==> src/rtl/vla_boundary_decode.sv <==
module vla_boundary_decode #(
  parameter int K = 2,
  localparam int N = 1 << K
) (
  input  logic [K-1:0] split,
  output logic [N-1:0] cut_onehot,
  output logic [N-1:0] low_mask
);
  always_comb begin
    for (int i = 0; i < N; i++) begin
      cut_onehot[i] = (int'(split) == i);
      low_mask[i]   = (i < int'(split));
    end
  end

  always_comb begin
    p_cut_onehot_r1: assert ($onehot(cut_onehot))
      else $error("boundary decode not one-hot");
    p_mask_edge_r1: assert ((low_mask & cut_onehot) == '0)
      else $error("boundary bit marked as low field");
  end
endmodule

==> src/rtl/vla_carry_chain.sv <==
module vla_carry_chain #(
  parameter int N = 4
) (
  input  logic [N-1:0] a,
  input  logic [N-1:0] b,
  input  logic [N-1:0] cut_onehot,
  output logic [N-1:0] s,
  output logic [N-1:0] cout
);
  // Ripple chain kept in one process so the carry vector settles in a
  // single evaluation pass.
  always_comb begin
    logic c;
    logic cin;
    c = 1'b0;
    for (int i = 0; i < N; i++) begin
      cin     = cut_onehot[i] ? 1'b0 : c;
      s[i]    = a[i] ^ b[i] ^ cin;
      c       = (a[i] & b[i]) | (cin & (a[i] ^ b[i]));
      cout[i] = c;
    end
  end
endmodule

==> src/rtl/vla_flag_select.sv <==
module vla_flag_select #(
  parameter int  K          = 2,
  parameter bit  ONEHOT_SEL = 1'b1,
  localparam int N          = 1 << K
) (
  input  logic [K-1:0] split,
  input  logic [N-1:0] cut_onehot,
  input  logic [N-1:0] cout,
  output logic         d_flag,
  output logic         e_flag
);
  assign e_flag = cout[N-1];

  generate
    if (ONEHOT_SEL) begin : g_onehot
      // Carry of bit p-1 picked by the decode shifted down one place
      logic [N-1:0] edge_sel;
      assign edge_sel = cut_onehot >> 1;
      assign d_flag   = |(cout & edge_sel);
    end else begin : g_index
      logic [K-1:0] idx;
      assign idx    = split - K'(1);
      assign d_flag = (split != '0) & cout[idx];
    end
  endgenerate

  always_comb begin
    p_empty_low_r5: assert (!(split == '0 && d_flag))
      else $error("low carry set with empty low field");
  end
endmodule

==> src/rtl/vla_split_adder.sv <==
module vla_split_adder #(
  parameter int  K          = 2,
  parameter bit  ONEHOT_SEL = 1'b1,
  localparam int N          = 1 << K
) (
  input  logic [N-1:0] opa,
  input  logic [N-1:0] opb,
  input  logic [K-1:0] split,
  output logic [N-1:0] sum,
  output logic         low_carry,
  output logic         high_carry
);
  localparam int W1 = N + 1;

  logic [N-1:0] cut_onehot;
  logic [N-1:0] low_mask;
  logic [N-1:0] cout;

  vla_boundary_decode #(.K(K)) u_dec (
    .split      (split),
    .cut_onehot (cut_onehot),
    .low_mask   (low_mask)
  );

  vla_carry_chain #(.N(N)) u_chain (
    .a          (opa),
    .b          (opb),
    .cut_onehot (cut_onehot),
    .s          (sum),
    .cout       (cout)
  );

  vla_flag_select #(.K(K), .ONEHOT_SEL(ONEHOT_SEL)) u_flag (
    .split      (split),
    .cut_onehot (cut_onehot),
    .cout       (cout),
    .d_flag     (low_carry),
    .e_flag     (high_carry)
  );

  // Field equations checked arithmetically at the ports
  always_comb begin
    logic [W1-1:0] lo_lhs, lo_rhs, hi_lhs, hi_rhs;
    lo_lhs = W1'(opa & low_mask) + W1'(opb & low_mask);
    lo_rhs = W1'(sum & low_mask) | (W1'(low_carry) << split);
    hi_lhs = (W1'(opa >> split) + W1'(opb >> split)) << split;
    hi_rhs = {high_carry, sum & ~low_mask};
    p_low_field_r3: assert (lo_lhs == lo_rhs)
      else $error("low field equation broken");
    p_high_field_r4: assert (hi_lhs == hi_rhs)
      else $error("high field equation broken");
  end
endmodule

==> config.mk <==
export PLATFORM = sky130hd
export DESIGN_NAME = vla_split_adder
export DESIGN_NICKNAME = d
export VERILOG_FILES = /design/src/rtl/vla_boundary_decode.sv /design/src/rtl/vla_carry_chain.sv /design/src/rtl/vla_flag_select.sv /design/src/rtl/vla_split_adder.sv
export SDC_FILE = /design/constraint.sdc
export NUM_CORES = 1
export LEC_CHECK = 0
export BUFFER_PORTS_ARGS = -buffer_cell sky130_fd_sc_hd__buf_4
export CORE_AREA = 5 5 42 44
export DETAILED_ROUTE_END_ITERATION = 16
export DIE_AREA = 0 0 47 49
export SETUP_SLACK_MARGIN = 0.5
export SLEW_MARGIN = 20
export SYNTH_ARGS = -nofsm -noshare
export SYNTH_HDL_FRONTEND = slang
export SYNTH_SLANG_ARGS = --single-unit
==> constraint.sdc <==
create_clock -name vclk -period 3.4
set_clock_uncertainty 0.15 [all_clocks]
set_input_delay 0.34 -clock vclk [all_inputs]
set_output_delay 0.34 -clock vclk [all_outputs]
set_load 0.05 [all_outputs]
# == Word level (Yosys, flattened, before mapping) ==
# Index checks and enable logic that the tools add are counted.
# word_totals
word_cells,25
reg_bits,0
inputBits,10
out_inout_bits,6
# op_classes
eq_ne,3
n_bitwise,18
n_mux,3
n_reduce_logical,1
# ops
operator,n
1-bit AND,7
1-bit XOR,7
4-bit by 3-bit AND with 4-bit output,1
"2-bit equality test, second input constant",2
4-bit OR reduction,1
1-bit 2-to-1 mux,3
1-bit bitwise OR,3
"2-bit by 1-bit equality test with 1-bit output, second input constant",1

# == Depth between registers and ports, before layout ==
# Gate-level depths: netlist (run 1).
# depth
depth_word,12
mapped_depth,8
mapped_depth_nobuf,8

# == Hierarchy ==
# Synthesis (run 1) repeated with hierarchy kept, for this count alone.
# unflattened
cells_unflattened,23
area_unflattened_um2,201.4
# modules_own_cells
module,seq_area_each_um2,cells_per_inst,area_per_inst_um2,n_inst
vla_carry_chain,0.0,11,121.4,1
vla_boundary_decode,0.0,9,58.8,1
vla_flag_select,0.0,3,21.3,1

# == Worst setup path after synthesis (run 1) ==
# No wires, ideal clock.
# synth_timing
path_type,input to output
from,input port opa[0]
to,output port low_carry
arrival_time_ps,2588
path_slack_ps,322
t_required_ps,2910
n_path_buf,0
stages,7
path_cell_list,ha_1 o21ai_0 fa_1 a21o_1 fa_1 mux2_1 mux2i_1
# synth_between
elab_chain_cells,12
# synth_rtl
item,line,source
"start, declared",vla_split_adder.sv:6,"input logic [N-1:0] opa,"
1-bit AND *,vla_carry_chain.sv:19,c = (a[i] & b[i]) | (cin & (a[i] ^ b[i]));
1-bit 2-to-1 mux,vla_carry_chain.sv:17,cin = cut_onehot[i] ? 1'b0 : c;
1-bit AND,vla_carry_chain.sv:19,
1-bit bitwise OR,vla_carry_chain.sv:19,
1-bit 2-to-1 mux,vla_carry_chain.sv:17,
1-bit AND,vla_carry_chain.sv:19,
1-bit bitwise OR,vla_carry_chain.sv:19,
1-bit 2-to-1 mux,vla_carry_chain.sv:17,
1-bit AND,vla_carry_chain.sv:19,
1-bit bitwise OR,vla_carry_chain.sv:19,
4-bit by 3-bit AND with 4-bit output *,vla_flag_select.sv:19,assign d_flag = |(cout & edge_sel);
4-bit OR reduction *,vla_flag_select.sv:19,
"end, declared",vla_split_adder.sv:10,"output logic low_carry,"
# Every way passes the cells marked *; elsewhere a longest branch is shown, timed or not.

# == Worst setup path in the final report (run 1) ==
# layout_timing
from,input port opa[0]
to,output port sum[3]
# layout_between
elab_chain_cells,9
# layout_rtl
item,line,source
1-bit AND,vla_carry_chain.sv:19,
1-bit 2-to-1 mux,vla_carry_chain.sv:17,
1-bit AND,vla_carry_chain.sv:19,
1-bit bitwise OR,vla_carry_chain.sv:19,
1-bit 2-to-1 mux,vla_carry_chain.sv:17,
1-bit AND,vla_carry_chain.sv:19,
1-bit bitwise OR,vla_carry_chain.sv:19,
1-bit 2-to-1 mux,vla_carry_chain.sv:17,
1-bit XOR,vla_carry_chain.sv:18,s[i] = a[i] ^ b[i] ^ cin;
"end, declared",vla_split_adder.sv:9,"output logic [N-1:0] sum,"
# No other way between the ends.

==> results.md, run 1 <==
- The flow ran to the end, and the final reports show no timing, DRC or antenna violations.
- 0 antenna diodes ended up in the layout.
- Of all cell types, the one taking the most synthesized area is fa_1.
- The count of non-filler cells in the finished layout is 55.
- Entering global routing, the biggest net connects 5 pins.
- The maximum VDD drop is 0.0507 mV.
- The global-route wire length before repair is 683 um.
- The top cell type by area accounts for 37.5% of the synthesized area.
- The sequential area share after synthesis is 0%.
- The number of instances in the placed design is 53.
- The routed wire length per instance is 8.13 um.
- The worst pin sits at a relative slew slack of 90.8%.
- Clock buffers in the final layout number 0.
- In this run the count of I/O pins placed on the die edge is 16.
- The fraction of layout instances using a drive strength above 1 is 66.7%.
- By instance count, the cell type seen most on the critical path is fa_2.
- In this run the core area contains 14 standard-cell rows.
- The final count of hold timing violations was 0.
- The net count of the finished layout is 55.
- The number of remaining DRC errors is 0.
- The data arrival time of the critical path is 2.44 ns.
- Relative to the synthesized area, the layout overhead comes to 126%.
- The final count of negative-setup-slack endpoints is 0.
- The count of filler cells inserted in the layout is 165.
- The floorplan step set the die width to 47 um.
- The overall overflow remaining after global route is 0.
- The critical path data required time is 2.91 ns.
- After detailed routing, the total wire length is 447 um.
- The maximum fanout along the worst path is 2.
- The main combinational cell family by area after synthesis is adder cells.
- In this design, the stage delay of the slowest critical-path cell is 0.55 ns.
- The period utilization is 86.2%.
- The final number of max-transition violations is 0.
- After detailed routing, the number of vias per cell comes to 3.47.
- The arithmetic-cell share of the synthesized area counting full adders, half adders and majority gates is 45.3%.
- Multiplexer cells account for 13.3% of the synthesized area.
- The initial antenna violation count is 0.
- Summing the areas of all compound-gate instances in the mapped netlist gives 13.3% of the synthesized area.
- The synthesized netlist contains 9 unique library cells.
- The hold buffer count at CTS is 0.
- After legalization and detailed placement, the total HPWL measured 385 um.
- From bottom edge to top edge, the die measures 49 um.
- The floorplan step defined a die boundary enclosing 2300 um^2.
- The number of cells produced by synthesis is 21.
- The final hold slack is 0.895 ns.
- STA classifies the critical path endpoint as a primary output.
- Global routing consumed, over all layers together, 3.73% of the routing resources.
- Of the total synthesized cell area, the portion taken by XOR and XNOR cells is 0%.
- The clock period minus final worst setup slack is 2.93 ns.
- The per-instance average area after synthesis is 7.63 um^2.
- The post-detailed-route count of antenna-violating nets is 0.
- The cell area after synthesis is 160 um^2.
- The total power per unit cell area is 254 nW/um^2.
- Adding up every negative setup slack in the final design gives 0 ns.
- The cell at the slowest stage of the critical path is fa_1.
- Ranked by total cell area, the synthesized netlist is headed by fa_1, inv_1, ha_1.
- The type of the setup path with the least slack is primary input to primary output.
- Walking the worst path, the cells encountered are buf_6, ha_4, o21ai_2, fa_2, a21o_1, fa_2, a21o_2, fa_1, clkinvlp_4, buf_8.
- The leakage power is 0.193 nW.
- The initial core utilization is 11.4%.
- The total area of multi-input combinational cells is 144 um^2.
- Setup repair after global routing could not meet its margin everywhere.
- The number of vias in the routed layout is 191.
- Registers take 0 um^2.
- Based on the critical path, the design can be clocked at up to 341 MHz.
- STA classifies the critical path startpoint as a primary input.
- The slew at the pin with the worst max-slew slack is 0.135 ns.
- The final weighted congestion in routability-driven placement is 0.640.
- The post-synthesis share of cell area spent on and, or, nand and nor gates is 2.34%.
- During placement, the flow inserted port buffers numbering 16.
- The core footprint is 1400 um^2.
- The number of DRC markers after the initial detailed-route iteration is 0.
- The tool flagged a number of max-cap violations equal to 0.
- The via count of the first global-routing pass is 183.
- The count of warnings emitted by yosys is 0.
- The synthesized netlist net count is 35.
- The worst hold path belongs to the class primary input to primary output.
- The count of sequential standard cells is 0.
- For this run, the detailed router's first-pass iteration total came to 1.
==> worst paths after layout <==
kind | from | endpoint | slack [ns] | depth (start not counted)
worst min-delay path | opb[0] | sum[0] | 0.90 | 3
worst max-delay path | opa[0] | sum[3] | 0.47 | 10
==> cells in the mapped netlist <==
library cell and instances:
o21ai_0 1, inv_1 11, mux2_1 1, a21o_2 1, ha_1 1, nand2_1 1, fa_1 3, mux2i_1 1
a21o_1 1
==> metrics by stage <==
stage          power (W)  cell area (um^2)  setup slack, ns  util, %
2_1_floorplan  0.0000557               170            0.509        -
3_3_place_gp   0.0000821               310            0.329     22.1
3_5_place_dp   0.0000829               310            0.344     22.1
4_1_cts        0.0000922               352            0.443     25.1
5_1_grt        0.0000982               362            0.385     25.8
6_report       0.0000918               362            0.468     25.8
==> power by group <==
group | leakage [nW] | switching, W | total (W) | internal, W
Clock | 0 | 0 | 0 | 0
Sequential | 0 | 0 | 0 | 0
Combinational | 0.192 | 0.0000549 | 0.0000918 | 0.0000369
==> cells in the final DEF (no fill, tap or decap), drive strengths merged <==
cell	n
nand2	1
clkinvlp	1
mux2	1
ha	1
inv	10
a21o	2
o21ai	1
fa	3
mux2i	1
buf	18
==> worst max-delay path: cells and delay by family <==
| family | cells | cell delay (ns) |
|---|---|---|
| AOI/OAI and AO/OA | 3 | 0.43 |
| adders and majority gates | 4 | 1.35 |
| buffers and inverters | 3 | 0.32 |
==> layout make-up <==
cell class | instances | area share [%]
Tap cell | 16 | 5.54
Inverter | 11 | 13.1
Multi-Input combinational cell | 10 | 39.8
Timing Repair Buffer | 18 | 41.5
==> cell families after synthesis <==
kind of cell,Yosys count
compound gates,3
mux,2
simple gates,1
buf+inv,11
fa+ha+maj,4
==> metal layers <==
metal / share of wire, % / wire, um / global-route usage (%)
met1: 26 / 117 / 2.63
met2: 64 / 284 / 9.28
met3: 9.8 / 44 / 0
met4: 0 / 0 / 0
met5: 0 / 0 / 0
==> repair_timing <==
action	4_1_cts	5_1_grt
cloned	0	0
gates resized for setup	9	1
pin swaps	4	4
setup endpoints to repair	1	1
buffers inserted	1	1
Power figures use the tool's default switching activity.
==> inputs of run 2 (changes only) <==
- SYNTH_HIERARCHICAL: not set -> 1
==> results.md, run 2 <==
- The final weighted congestion in routability-driven placement is 0.690 (+7.7%).
- The total negative slack is 0 ns (unchanged).
- The area occupied by registers is 0 um^2 (unchanged).
- The fraction of layout instances using a drive strength above 1 is 68.8% (+2.1 points).
- The number of top-level pins was 16 (unchanged).
- The count of warnings emitted by yosys is 6 (+6).
- The flow ran to the end, and the final reports show no timing, DRC or antenna violations.
- The number of antenna repair diodes came to 0 (unchanged).
- The slew at the pin with the worst max-slew slack came to 0.283 ns (+0.148 ns).
- The top cell types in the final layout, fill and taps aside, are buf_4, inv_1, nor2b_4, fa_2.
- The critical path data required time is 2.91 ns (about the same).
- The full die area was 2300 um^2 (unchanged).
- By startpoint and endpoint, the worst setup path is classified as primary input to primary output.
- The initial core utilization is 11.8% (+0.36 points).
- The core footprint was 1400 um^2 (unchanged).
- The clock period minus final worst setup slack is 2.79 ns (-0.140 ns).
- The die span in x is 47 um (unchanged).
- The number of cells produced by synthesis is 17 (-19%).
- The hold buffer count at CTS was 0 (unchanged).
- The worst slew margin relative to its limit was 81.1% (-9.7 points).
- The overall track demand over capacity in global routing is 2.67% (-1.1 points).
- The ratio of routed vias to standard cells is 3.44 (-1.0%).
- The final worst slack is 0.608 ns (+0.140 ns).
- In this run the worst hold path is classified as primary input to primary output.
- The final count of hold timing violations came to 0 (unchanged).
- The global-route wire length before repair is 503 um (-26%).
- The height of the die is 49 um (unchanged).
- The worst setup path is captured at a primary output.
- The maximum VDD drop was 0.0374 mV (-26%).
- The iteration count of the initial detailed-routing pass came to 4 (+3).
- The final number of max-transition violations is 0 (unchanged).
- The final hold slack is 0.902 ns (+0.00666 ns).
- The overall routed net length is 351 um (-21%).
- The total power per unit cell area is 259 nW/um^2 (+1.9%).
- The final count of negative-setup-slack endpoints is 0 (unchanged).
- The number of vias in the routed layout is 165 (-14%).
- The via count of the first global-routing pass is 152 (-17%).
- The number of remaining DRC errors is 0 (unchanged).
- The commonest non-fill, non-tap cell in the layout is buf_4.
- The leakage power is 0.164 nW (-15%).
- The count of clock buffers in the final design came to 0 (unchanged).
- The worst slack at placement is 0.468 ns (+0.124 ns).
- The data arrival time of the critical path is 2.30 ns (-0.14 ns).
- The overall overflow remaining after global route is 0 (unchanged).
- The number of input and output port buffers inserted is 16 (unchanged).
- The number of nets in the final layout is 48 (-13%).
- The post-detailed-route count of antenna-violating nets is 0 (unchanged).
- The initial antenna violation count came to 0 (unchanged).
- The number of placement rows came to 14 (unchanged).
- The period utilization is 82.1% (-4.1 points).
- The maximum fanout along the worst path is 2 (unchanged).
- The number of maximum-capacitance constraint violations was 0 (unchanged).
- The count of sequential standard cells is 0 (unchanged).
- The maximum number of pins on one net before global-route repair is 4 (-1).
- The number of buffers inserted by post-CTS setup repair is 0 (-1).
- The cell area after synthesis is 165 um^2 (+3.1%).
- The per-instance average area after synthesis is 9.72 um^2 (+27%).
- The routed wire length per instance is 7.31 um (-10%).
- The startpoint type of the worst setup path is a primary input.
- From synthesis to final layout, the design area changed by 85.6%.
- The number of DRC markers after the initial detailed-route iteration came to 4 (+4).
- Setup repair after global routing left no endpoint under its margin.
- The count of filler cells inserted in the layout is 163 (-1.2%).
- The synthesized netlist net count is 31 (-11%).
- The highest clock rate is 358 MHz (+5.0%).
==> run 2: per-layer routing <==
metal	track usage, %	vias to the layer above	share of wire [%]
met2	6.11	7	62
met5	0	-	0
met3	0.369	0	14
li1	-	80	-
met1	2.19	78	24
met4	0	0	0
==> run 2: what timing repair did <==
item                                    in CTS  in global routing
endpoints found under the setup margin       1                  1
resized for setup                            2                  1
pin swaps                                    0                  0
==> run 2: critical path, stage by stage <==
cell and delay, ns:
buf_4 0.11, ha_1 0.19, nor2b_4 0.13, fa_2 0.34, nor2b_4 0.14, fa_2 0.33
nand2b_1 0.10, fa_1 0.40, inv_1 0.07, buf_6 0.15
==> run 2: per-stage QoR <==
step                power [W]  area [um^2]  util, %  instances
floorplan           0.0000562          165        -         17
global route        0.0000836          307     21.9         48
CTS                 0.0000802          304     21.7         48
finish              0.0000793          307     21.9         48
global placement    0.0000774          298     21.3         48
detailed placement  0.0000778          298     21.3         48
==> run 2: power breakdown <==
| part | leakage, nW | total, W | internal [W] | switching [W] |
|---|---|---|---|---|
| registers | 0 | 0 | 0 | 0 |
| logic | 0.164 | 0.0000793 | 0.0000301 | 0.0000492 |
| clock network | 0 | 0 | 0 | 0 |
==> run 2: worst paths after layout <==
kind | from | cells past startpoint | end
setup / recovery | opa[0] | 10 | sum[3]
hold / removal | opb[0] | 3 | sum[0]
==> run 2: final cells by class <==
type	count	area [um^2]	share of cell area, %
Inverter	5	18.8	6.12
Multi-Input combinational cell	11	144	46.9
Tap cell	16	20.0	6.53
Timing Repair Buffer	16	124	40.4
